$ cat src/rtl/e3fm_pkg.sv
package e3fm_pkg;

   // Frame markers decoded from the bit position
   typedef struct packed {
      logic sof;
      logic oh;
      logic last;
   } e3fm_marks_t;

   function automatic int unsigned pos_width(input int unsigned n);
      return (n <= 2) ? 1 : $clog2(n);
   endfunction

endpackage

$ cat src/rtl/e3fm_pos_ctr.sv
module e3fm_pos_ctr #(
   parameter int unsigned FRAME_BITS = 1536,
   parameter int unsigned POS_W      = 11
) (
   input  logic             clk_i,
   input  logic             rst_i,
   output logic [POS_W-1:0] pos_o
);

   localparam logic [POS_W-1:0] LAST_POS = POS_W'(FRAME_BITS - 1);
   localparam bit               POW2     = (FRAME_BITS == (1 << POS_W));

   logic [POS_W-1:0] pos_nxt;

   generate
      if (POW2) begin : g_natural_wrap
         assign pos_nxt = pos_o + POS_W'(1);
      end else begin : g_compare_wrap
         assign pos_nxt = (pos_o == LAST_POS) ? '0 : pos_o + POS_W'(1);
      end
   endgenerate

   always_ff @(posedge clk_i) begin
      if (rst_i) pos_o <= '0;
      else       pos_o <= pos_nxt;
   end

endmodule

$ cat src/rtl/e3fm_marks.sv
module e3fm_marks #(
   parameter int unsigned FRAME_BITS = 1536,
   parameter int unsigned OH_BITS    = 12,
   parameter int unsigned POS_W      = 11
) (
   input  logic                   rst_i,
   input  logic [POS_W-1:0]       pos_i,
   output e3fm_pkg::e3fm_marks_t  marks_o
);

   localparam logic [POS_W-1:0] LAST_POS = POS_W'(FRAME_BITS - 1);

   logic in_oh;

   generate
      if (OH_BITS == 0) begin : g_no_oh
         assign in_oh = 1'b0;
      end else begin : g_oh
         assign in_oh = (pos_i < POS_W'(OH_BITS));
      end
   endgenerate

   always_comb begin
      marks_o.sof  = !rst_i && (pos_i == '0);
      marks_o.oh   = !rst_i && in_oh;
      marks_o.last = !rst_i && (pos_i == LAST_POS);
   end

endmodule

$ cat src/rtl/e3fm_sampler.sv
module e3fm_sampler #(
   parameter int unsigned POS_W = 11
) (
   input  logic             clk_i,
   input  logic             rst_i,
   input  logic             take_i,
   input  logic             data_i,
   input  logic [POS_W-1:0] pos_i,
   output logic             val_o,
   output logic             bit_o,
   output logic [POS_W-1:0] idx_o
);

   always_ff @(posedge clk_i) begin
      if (rst_i) begin
         val_o <= 1'b0;
         bit_o <= 1'b0;
         idx_o <= '0;
      end else begin
         val_o <= take_i;
         if (take_i) begin
            bit_o <= data_i;
            idx_o <= pos_i;
         end
      end
   end

endmodule

$ cat src/rtl/e3fm_payload_in.sv
module e3fm_payload_in #(
   parameter int unsigned FRAME_BITS = 1536,
   parameter int unsigned OH_BITS    = 12,
   localparam int unsigned POS_W     = e3fm_pkg::pos_width(FRAME_BITS)
) (
   input  logic             clk_i,
   input  logic             rst_i,
   input  logic             data_i,
   output logic             frame_end_o,
   output logic             oh_ind_o,
   output logic             sof_o,
   output logic             pld_val_o,
   output logic             pld_bit_o,
   output logic [POS_W-1:0] pld_idx_o
);

   generate
      if (FRAME_BITS < 2) begin : g_bad_frame
         $error("FRAME_BITS must be at least 2");
      end
      if (OH_BITS >= FRAME_BITS) begin : g_bad_oh
         $error("OH_BITS must leave at least one payload position");
      end
   endgenerate

   logic [POS_W-1:0]      pos;
   e3fm_pkg::e3fm_marks_t marks;
   logic                  take;

   e3fm_pos_ctr #(
      .FRAME_BITS (FRAME_BITS),
      .POS_W      (POS_W)
   ) u_pos (
      .clk_i (clk_i),
      .rst_i (rst_i),
      .pos_o (pos)
   );

   e3fm_marks #(
      .FRAME_BITS (FRAME_BITS),
      .OH_BITS    (OH_BITS),
      .POS_W      (POS_W)
   ) u_marks (
      .rst_i   (rst_i),
      .pos_i   (pos),
      .marks_o (marks)
   );

   assign take = !rst_i && !marks.oh;

   e3fm_sampler #(
      .POS_W (POS_W)
   ) u_samp (
      .clk_i  (clk_i),
      .rst_i  (rst_i),
      .take_i (take),
      .data_i (data_i),
      .pos_i  (pos),
      .val_o  (pld_val_o),
      .bit_o  (pld_bit_o),
      .idx_o  (pld_idx_o)
   );

   assign frame_end_o = marks.last;
   assign oh_ind_o    = marks.oh;
   assign sof_o       = marks.sof;

endmodule

$ cat config.mk
export PLATFORM = sky130hd
export DESIGN_NAME = e3fm_payload_in
export DESIGN_NICKNAME = d
export VERILOG_FILES = /design/src/rtl/e3fm_pkg.sv /design/src/rtl/e3fm_pos_ctr.sv /design/src/rtl/e3fm_marks.sv /design/src/rtl/e3fm_sampler.sv /design/src/rtl/e3fm_payload_in.sv
export SDC_FILE = /design/constraint.sdc
export NUM_CORES = 1
export LEC_CHECK = 0
export ABC_AREA = 1
export BUFFER_PORTS_ARGS = -buffer_cell sky130_fd_sc_hd__clkbuf_2
export CELL_PAD_IN_SITES_DETAIL_PLACEMENT = 2
export CELL_PAD_IN_SITES_GLOBAL_PLACEMENT = 2
export CORE_MARGIN = 4
export CORE_UTILIZATION = 23
export CTS_CLUSTER_DIAMETER = 60
export DETAILED_ROUTE_END_ITERATION = 8
export PLACE_DENSITY = 0.65
export REMOVE_ABC_BUFFERS = 1
export SYNTH_ARGS = -nofsm -noshare
export SYNTH_HDL_FRONTEND = slang
export SYNTH_SLANG_ARGS = --single-unit
$ cat constraint.sdc
create_clock -name clk_i -period 2.7 [get_ports clk_i]
set_input_delay 0.135 -clock clk_i [delete_from_list [all_inputs] [get_ports clk_i]]
set_output_delay 0.135 -clock clk_i [all_outputs]
set_load 0.01 [all_outputs]
==> impl_metrics.ini, run 1 <==
[status]
status = completed

[power]
power_frac_comb_pct = 4.3
clkPwrFrac_pct = 39.3
p_leak_nw = 0.521
intPower_w = 0.000497
power_switching_w = 0.000145
p_per_area_nw_per_um2 = 527
sequentialPowerShare_pct = 56.5
sw_frac_of_total_pct = 22.6
max-vdd-ir-drop_uv = 166

[floorplan]
start_util_pct = 23.8
die_x_um = 75.4
coreArea_um2 = 4380
die_area_um2 = 5680
fp-row-count = 24
die_h_um = 75.4
pin_count = 19

[timing]
rsz0062_at_grt = no
fin_tns_setup_ns = 0
worst_slew_pin_slew_ns = 0.615
drv_slew = 0
fin_skew_ns = 0.00186
finalSetupViolCount = 0
period_share_pct = 78.7
clock.fmax_mhz = 471
report.final.hold_viol_count = 0
relSlewSlack_pct = 59.0
period_needed_ns = 2.13

[detailed_routing]
drt-vias-per-instance = 4.74
wirelength_um = 2880
antenna_left = 0
vias = 967
drtPass1Iterations = 2
drt_iter0_markers = 59
post_drt_wl_per_cell_um = 14.1
route.detailed.drc = 0

[clocking]
clock_sinks = 24
cts_setup_buffers = 0
cts-resized-gates = 0
clk_latency_ns = 0.27
clk_pin_slew_ns = 0.09
numCtsBuffers = 3
cts-htree-levels = 1
ctsHoldBuffers = 0
cts_tree = done
cts_buffer_depth = 2
cts_root_buffer = clkbuf_8

[worst_setup_path]
critPathMaxStageDelay_ns = 0.43
critPathKind = reg2out
crit_cells = 6
crit_family = simple AND/OR/NAND/NOR gates
cp-start-kind = flop
r2r_cells = 6
crit_buf_inv = 1
crit_chain = nor2_1 -> nand2_1 -> nor2_2 -> nand2_1 -> nor2_1 -> clkbuf_2
cp-end-kind = output pin
crit_required_ns = 2.57
crit_fanout = 14
cp_slowest_cell = nor2_2
cp.arrival_ns = 1.99

[placed_design]
hpwl_um = 2250
port_buffers = 18
gp_congestion = 0.835
placed_area_um2 = 1160

[finish]
areaGrowthSynthToFinish_pct = 16.8
final_util_pct = 27.8
diodes = 0
fin_nets = 158
final_cell_area_um2 = 1220
drive_above_1_share_pct = 19.1

[global_route]
grt-ovfl-total = 0
grt_max_degree = 18
grtUsageTotal_pct = 11.2
antenna_found_initial = 0
grt_pass1_wl_um = 4970
grt_pass1_vias = 1063

[synthesis]
synth-seq-cells = 24
avgSynthCellArea_um2 = 7.74
yosys.area.top_type_share_pct = 46.0
yosys-top-cells-area = dfxtp_1 (46%), nand2_1 (10%), nand3_1 (8.6%), nand4_1 (6.6%), nor2_1 (5.7%)
yosysSeqAreaShare_pct = 46.0
synth_area_leader_cell = dfxtp_1
syn-cell-area_um2 = 1040
synth_warnings = 0
yosys.cell_types.count = 21
postSynthCellCount = 135

[hold_path]
hold_depth = 3
hold_path_class = in2reg

[flow_run]
max-cap-violations = 0
## path summary, 6_finish.rpt
| path | start | endpoint | slack [ns] |
|---|---|---|---|
| setup / recovery | u_pos.pos_o[9] | oh_ind_o | 0.57 |
| hold / removal | data_i | u_samp.bit_o | 0.09 |
| setup reg to reg | u_pos.pos_o[9] | u_samp.idx_o[3] | 0.95 |
| hold reg to reg | u_samp.idx_o[0] | u_samp.idx_o[0] | 0.48 |
## stage by stage
stage	setup slack (ns)	hold WS [ns]	instances	power, W
after floorplan	1.27	0.204	129	0.000386
after global placement	0.912	0.383	200	0.000399
after detailed placement	0.830	0.370	200	0.000400
after CTS	0.510	0.0843	204	0.000656
after global routing	0.337	0.106	204	0.000668
final	0.575	0.0851	204	0.000643
## worst reg2reg max path: cells and delay by family (launching register included)
family           cells  cell delay [ns]
flip-flops           1             0.36
AND/OR/NAND/NOR      6             1.29
## area by class of cell
class	instances	area, um2
clock buffer	4	55.1
sequential	24	480
timing repair buffer	19	97.6
multi-input combinational	94	480
fill	532	3160
inverter	11	41.3
tap	52	65.1
## kinds of logic (layout without fill, tap and decap cells)
group           count (synthesis)  in the layout  share of synthesized area (%)
buf+inv                        17             34                           8.02
flops                          24             24                           46.0
xor+xnor                        5              5                           4.19
simple gates                   79             79                           35.2
fa+ha+maj                       2              2                           2.39
compound gates                  8              8                           4.19
## cell usage after synthesis
library cell,instances
xnor2_1,2
o21ai_0,1
inv_2,1
nor2_1,16
a21oi_2,1
a21oi_1,6
inv_1,10
clkbuf_1,2
ha_1,2
nand3_1,18
nand2_1,29
dfxtp_1,24
buf_2,1
nand4_1,11
nor2_4,1
xor2_1,3
nor2_2,2
nand3_2,1
nor4_1,1
buf_6,2
buf_4,1
## power by group through the flow
stage	Combinational [W]	Clock, W	Sequential, W
final	0.0000274	0.000252	0.000363
after global routing	0.0000317	0.000272	0.000364
after CTS	0.0000286	0.000264	0.000363
after detailed placement	0.0000285	0	0.000372
after global placement	0.0000280	0	0.000371
after floorplan	0.0000165	0	0.000370
## layer usage
metal	track usage [%]	share of wire (%)	vias to the layer above
met1	14.1	46	474
li1	-	-	478
met2	19.4	50	11
met5	0	0	-
met3	1.98	2.5	4
met4	3.50	1.1	0
## placed cells by master, fill, tap and decap left out, drive strengths merged
cell type / netlist / layout
nand3: 19 / 19
nand4: 11 / 11
a21oi: 7 / 7
nor4: 1 / 1
o21ai: 1 / 1
nor2: 19 / 19
dfxtp: 24 / 24
xor2: 3 / 3
clkbuf: 2 / 22
inv: 11 / 11
xnor2: 2 / 2
ha: 2 / 2
buf: 4 / 1
nand2: 29 / 29
## flip-flops by register name, indices dropped and copies added, names as in the netlist
register / count
u_samp.bit_o: 1
u_samp.val_o: 1
u_samp.idx_o: 11
u_pos.pos_o: 11
Power figures use the tool's default switching activity.
==> run 2, diff against run 1 <==
Settings changed: ABC_AREA 1 to 0, PLACE_DENSITY 0.65 to 0.66.
Clock period 2.7 ns to 1.7 ns, I/O delays scaled along.
==> impl_metrics.ini, run 2 <==
[status]
status = completed

[global_route]
grt_pass1_vias = 1072
antenna_found_initial = 0
grt-ovfl-total = 0
grtUsageTotal_pct = 12.1
grt_pass1_wl_um = 5150
grt_max_degree = 14

[synthesis]
yosysSeqAreaShare_pct = 47.2
synth_warnings = 0
yosys.area.top_type_share_pct = 47.2
async_flop_share_pct = 0
synth_flop_cell = dfxtp_1
syn-cell-area_um2 = 1020
postSynthCellCount = 117
synth_edf_count = 0
avgSynthCellArea_um2 = 8.70
yosys-top-cells-area = dfxtp_1 (47%), a41oi_1 (6.0%), nor2_1 (5.2%), a21oi_1 (2.9%), nand3_1 (2.9%)
yosys.cell_types.count = 29
synth_most_common_cell = dfxtp_1
synthTopCellsByCount = dfxtp_1 (24), nor2_1 (14), nand2_1 (8)
synth_area_leader_cell = dfxtp_1
synth-seq-cells = 24

[detailed_routing]
antenna_left = 0
drt_iter0_markers = 22
drt-vias-per-instance = 4.95
drtPass1Iterations = 3
route.detailed.drc = 0
vias = 975
wirelength_um = 3180
post_drt_wl_per_cell_um = 16.1

[timing]
clock.fmax_mhz = 626
fin_skew_ns = 0.00340
finalSetupViolCount = 0
rsz0062_at_grt = yes
relSlewSlack_pct = 77.8
period_needed_ns = 1.60
drv_slew = 0
report.final.hold_viol_count = 0
period_share_pct = 93.9
worst_slew_pin_slew_ns = 0.330

[floorplan]
pin_count = 19
coreArea_um2 = 4140
die_x_um = 74.5
die_area_um2 = 5560
die_h_um = 74.5
fp-row-count = 23
start_util_pct = 24.6

[flow_run]
max-cap-violations = 0

[clocking]
cts-htree-levels = 1
ctsHoldBuffers = 0
cts_buffer_depth = 2
clk_pin_slew_ns = 0.09
cts_root_buffer = clkbuf_8
clock_sinks = 24
clk_latency_ns = 0.27
numCtsBuffers = 3
cts_tree = done

[worst_setup_path]
cp-start-kind = flop
ff2ff_setup_slack_ns = 0.15
cp-end-kind = output pin
crit_required_ns = 1.62
crit_fanout = 5
r2r_cells = 5
cp.arrival_ns = 1.51
critPathKind = reg2out

[finish]
areaGrowthSynthToFinish_pct = 32.4
layout_commonest_cell = dfxtp_1
mostFrequentLayoutCells = dfxtp_1 (21), clkbuf_2 (17), buf_4 (17)
fin_nets = 153
diodes = 0
top_regs = u_pos.pos_o: 11 flops, u_samp.idx_o: 11 flops
final_cell_area_um2 = 1350
drive_above_1_share_pct = 32.7

[hold_path]
hold_path_class = in2reg
hold_depth = 2

[power]
max-vdd-ir-drop_uv = 280
p_per_area_nw_per_um2 = 768
p_leak_nw = 0.547
fin_total_pwr_w = 0.00104

[placed_design]
hpwl_um = 2360
placed_area_um2 = 1220
gp_congestion = 0.721
port_buffers = 18
## run 2: stage by stage
step	TNS [ns]	setup slack, ns	utilization, %	std cells	hold WS (ns)
floorplan	-1.48	-0.234	-	108	0.154
global placement	0	0.181	29.5	189	0.383
detailed placement	0	0.0965	29.5	189	0.390
CTS	0	0.0108	31.5	195	0.101
global route	-0.00671	-0.00671	32.5	197	0.140
finish	0	0.104	32.5	197	0.115
## run 2: final timing paths
path | from | end
hold / removal | rst_i | u_pos.pos_o[10]
setup reg to reg | u_pos.pos_o[5] | u_samp.idx_o[3]
hold reg to reg | u_samp.idx_o[2] | u_samp.idx_o[2]
setup / recovery | u_pos.pos_o[5] | oh_ind_o
## run 2: critical path: stages, from the launching register on
cell,delay [ns]
dfxtp_4,0.38
nor4_4,0.29
buf_4,0.17
nand2_2,0.06
nor3b_2,0.19
buf_2,0.16
## run 2: repair_timing
item,CTS,global route
endpoints found under the setup margin,3,13
pin swaps,1,3
resized for setup,2,9
setup buffers,2,2
## run 2: where the power goes
| part | switching, W | internal, W |
|---|---|---|
| Combinational | 0.0000393 | 0.0000251 |
| Clock | 0.000192 | 0.000207 |
| Sequential | 0.00000603 | 0.000567 |
## run 2: logic make-up after synthesis
kind of cell    Yosys count  synth area share (%)
xor+xnor                  3                  2.58
fa+ha+maj                 2                  2.46
flops                    24                  47.2
mux                       2                  1.97
simple gates             47                  23.1
buf+inv                  15                  6.63
compound gates           24                  16.1
## run 2: metal layers
layer	wire (um)	GRT usage [%]	share of wire, %	up-vias
met3	46	1.22	1.4	6
li1	-	-	-	479
met1	1310	13.8	41	477
met2	1750	22.4	55	13
met5	0	0	0	-
met4	70	5.34	2.2	0
## run 2: area by class of cell
cell class | instances | area (um2)
fillers | 486 | 2800
flip-flops and latches | 24 | 487
well taps | 50 | 62.6
inverters | 6 | 22.5
clock buffers | 4 | 55.1
repair buffers | 35 | 218
multi-input cells | 78 | 504
==> run 3, diff against run 2 <==
Settings changed: CAP_MARGIN set to 10, CORE_MARGIN 4 to not set, CTS_BUF_LIST set to sky130_fd_sc_hd__clkbuf_8.
==> impl_metrics.ini, run 3 (synthesis gave the netlist of run 2 again) <==
[timing]
relSlewSlack_pct = 72.6
clock.fmax_mhz = 628
fin_tns_setup_ns = 0
drv_slew = 0
period_share_pct = 93.6
worst_slew_pin_slew_ns = 0.412
period_needed_ns = 1.59
fin_ws_ns = 0.108
report.final.hold_viol_count = 0
rsz0062_at_grt = yes
finalSetupViolCount = 0
fin_skew_ns = 0.00746

[floorplan]
start_util_pct = 24.7
die_h_um = 68.5
coreArea_um2 = 4120
die_x_um = 68.5
pin_count = 19
fp-row-count = 23
die_area_um2 = 4700

[clocking]
cts_tree = done
ctsHoldBuffers = 0
clk_latency_ns = 0.28
clk_pin_slew_ns = 0.09
clock_sinks = 24
cts_root_buffer = clkbuf_8
numCtsBuffers = 3
cts_buffer_depth = 2
cts-htree-levels = 1

[worst_setup_path]
crit_family = simple AND/OR/NAND/NOR gates
reg2reg_to = u_pos.pos_o[10]
cp_slowest_cell = dfxtp_2
cp-start-kind = flop
crit_required_ns = 1.62
cp.arrival_ns = 1.51
r2r_start = u_pos.pos_o[0]
crit_chain = ha_1 -> nand4_1 -> nor4_2 -> clkbuf_2
critPathLaunch = u_pos.pos_o[0]
crit_buf_inv = 1
crit_fanout = 6
cp-end-kind = output pin
critPathKind = reg2out
critPathMaxStageDelay_ns = 0.39
ff2ff_setup_slack_ns = 0.19
r2r_cells = 4

[placed_design]
port_buffers = 18
placedCellCount = 184
hpwl_um = 2110
pre_cts_ws_ns = 0.132
placed_area_um2 = 1190
gp_congestion = 0.710

[hold_path]
hp-start = data_i
hold_depth = 4
hold_path_class = in2reg
whs_endpoint = u_samp.bit_o

[detailed_routing]
vias = 916
drtPass1Iterations = 4
wirelength_um = 2780
route.detailed.drc = 0
antenna_left = 0
drt_iter0_markers = 31
drt-vias-per-instance = 4.85
post_drt_wl_per_cell_um = 14.7

[finish]
final_cell_area_um2 = 1280
finalNonFillerCells = 189
diodes = 0
areaGrowthSynthToFinish_pct = 25.4
layout_commonest_cell = dfxtp_1
drive_above_1_share_pct = 28.8
final_util_pct = 31.0
top_regs = u_pos.pos_o: 11 flops, u_samp.idx_o: 11 flops
mostFrequentLayoutCells = dfxtp_1 (18), clkbuf_2 (17), nor2_1 (14)
fin_nets = 145

[power]
p_per_area_nw_per_um2 = 810
p_leak_nw = 0.506
max-vdd-ir-drop_uv = 257

[status]
status = completed

[global_route]
grt_max_degree = 21
grt_pass1_vias = 930
antenna_found_initial = 0
grt_pass1_wl_um = 4370
grt-ovfl-total = 0
grtUsageTotal_pct = 12.6

[flow_run]
max-cap-violations = 0
## run 3: changes by cell type in the layout (fill, tap and decap cells not counted)
cell     before  now
dfxtp_2       2    6
buf_4        17    9
dfxtp_1      21   18
dfxtp_4       1    0
nor3_2        1    0
nor3_1        1    2
nand2_1       7    8
nor3b_1       0    1
nor3b_2       1    0
nand2_2       1    0
## run 3: stage by stage
step / hold slack (ns) / total power (W)
floorplan: 0.154 / 0.000614
global placement: 0.450 / 0.000641
detailed placement: 0.462 / 0.000644
CTS: 0.212 / 0.00105
global route: 0.227 / 0.00107
finish: 0.212 / 0.00103
## run 3: cell type report
cell class,instances,area [um2]
Fill cell,490,2840
Timing Repair Buffer,27,158
Sequential cell,24,488
Clock buffer,4,55.1
Tap cell,50,62.6
Multi-Input combinational cell,78,492
Inverter,6,22.5
## run 3: worst min-delay path, delay by kind of cell
family	cells	cell delay (ns)
buffers and inverters	2	0.13
AO/OA/AOI/OAI	2	0.24
## run 3: repair_timing
item	4_1_cts	5_1_grt
gates resized for setup	3	7
buffers inserted	0	1
pin swaps	0	2
endpoints found under the setup margin	3	4
## run 3: worst max path at each step
stage | end | slack, ns | cells after the start
floorplan | u_samp.idx_o[2] | -0.23 | 3
global placement | u_samp.idx_o[3] | 0.18 | 4
detailed placement | u_samp.idx_o[2] | 0.13 | 4
CTS | oh_ind_o | 0.02 | 5
global route | frame_end_o | 0.003 | 4
finish | frame_end_o | 0.11 | 4
## run 3: routing by layer
layer | part of all wire [%] | global-route usage (%) | up-vias
met1 | 46 | 14.5 | 439
met4 | 1.9 | 6.25 | 0
met5 | 0 | 0 | -
li1 | - | - | 459
met3 | 2.3 | 1.48 | 5
met2 | 50 | 22.7 | 13
## run 3: where the power goes
part | switching (W) | internal, W | total [W]
registers | 0.00000803 | 0.000569 | 0.000577
logic | 0.0000346 | 0.0000192 | 0.0000538
clock network | 0.000196 | 0.000207 | 0.000404
total | 0.000239 | 0.000795 | 0.00103
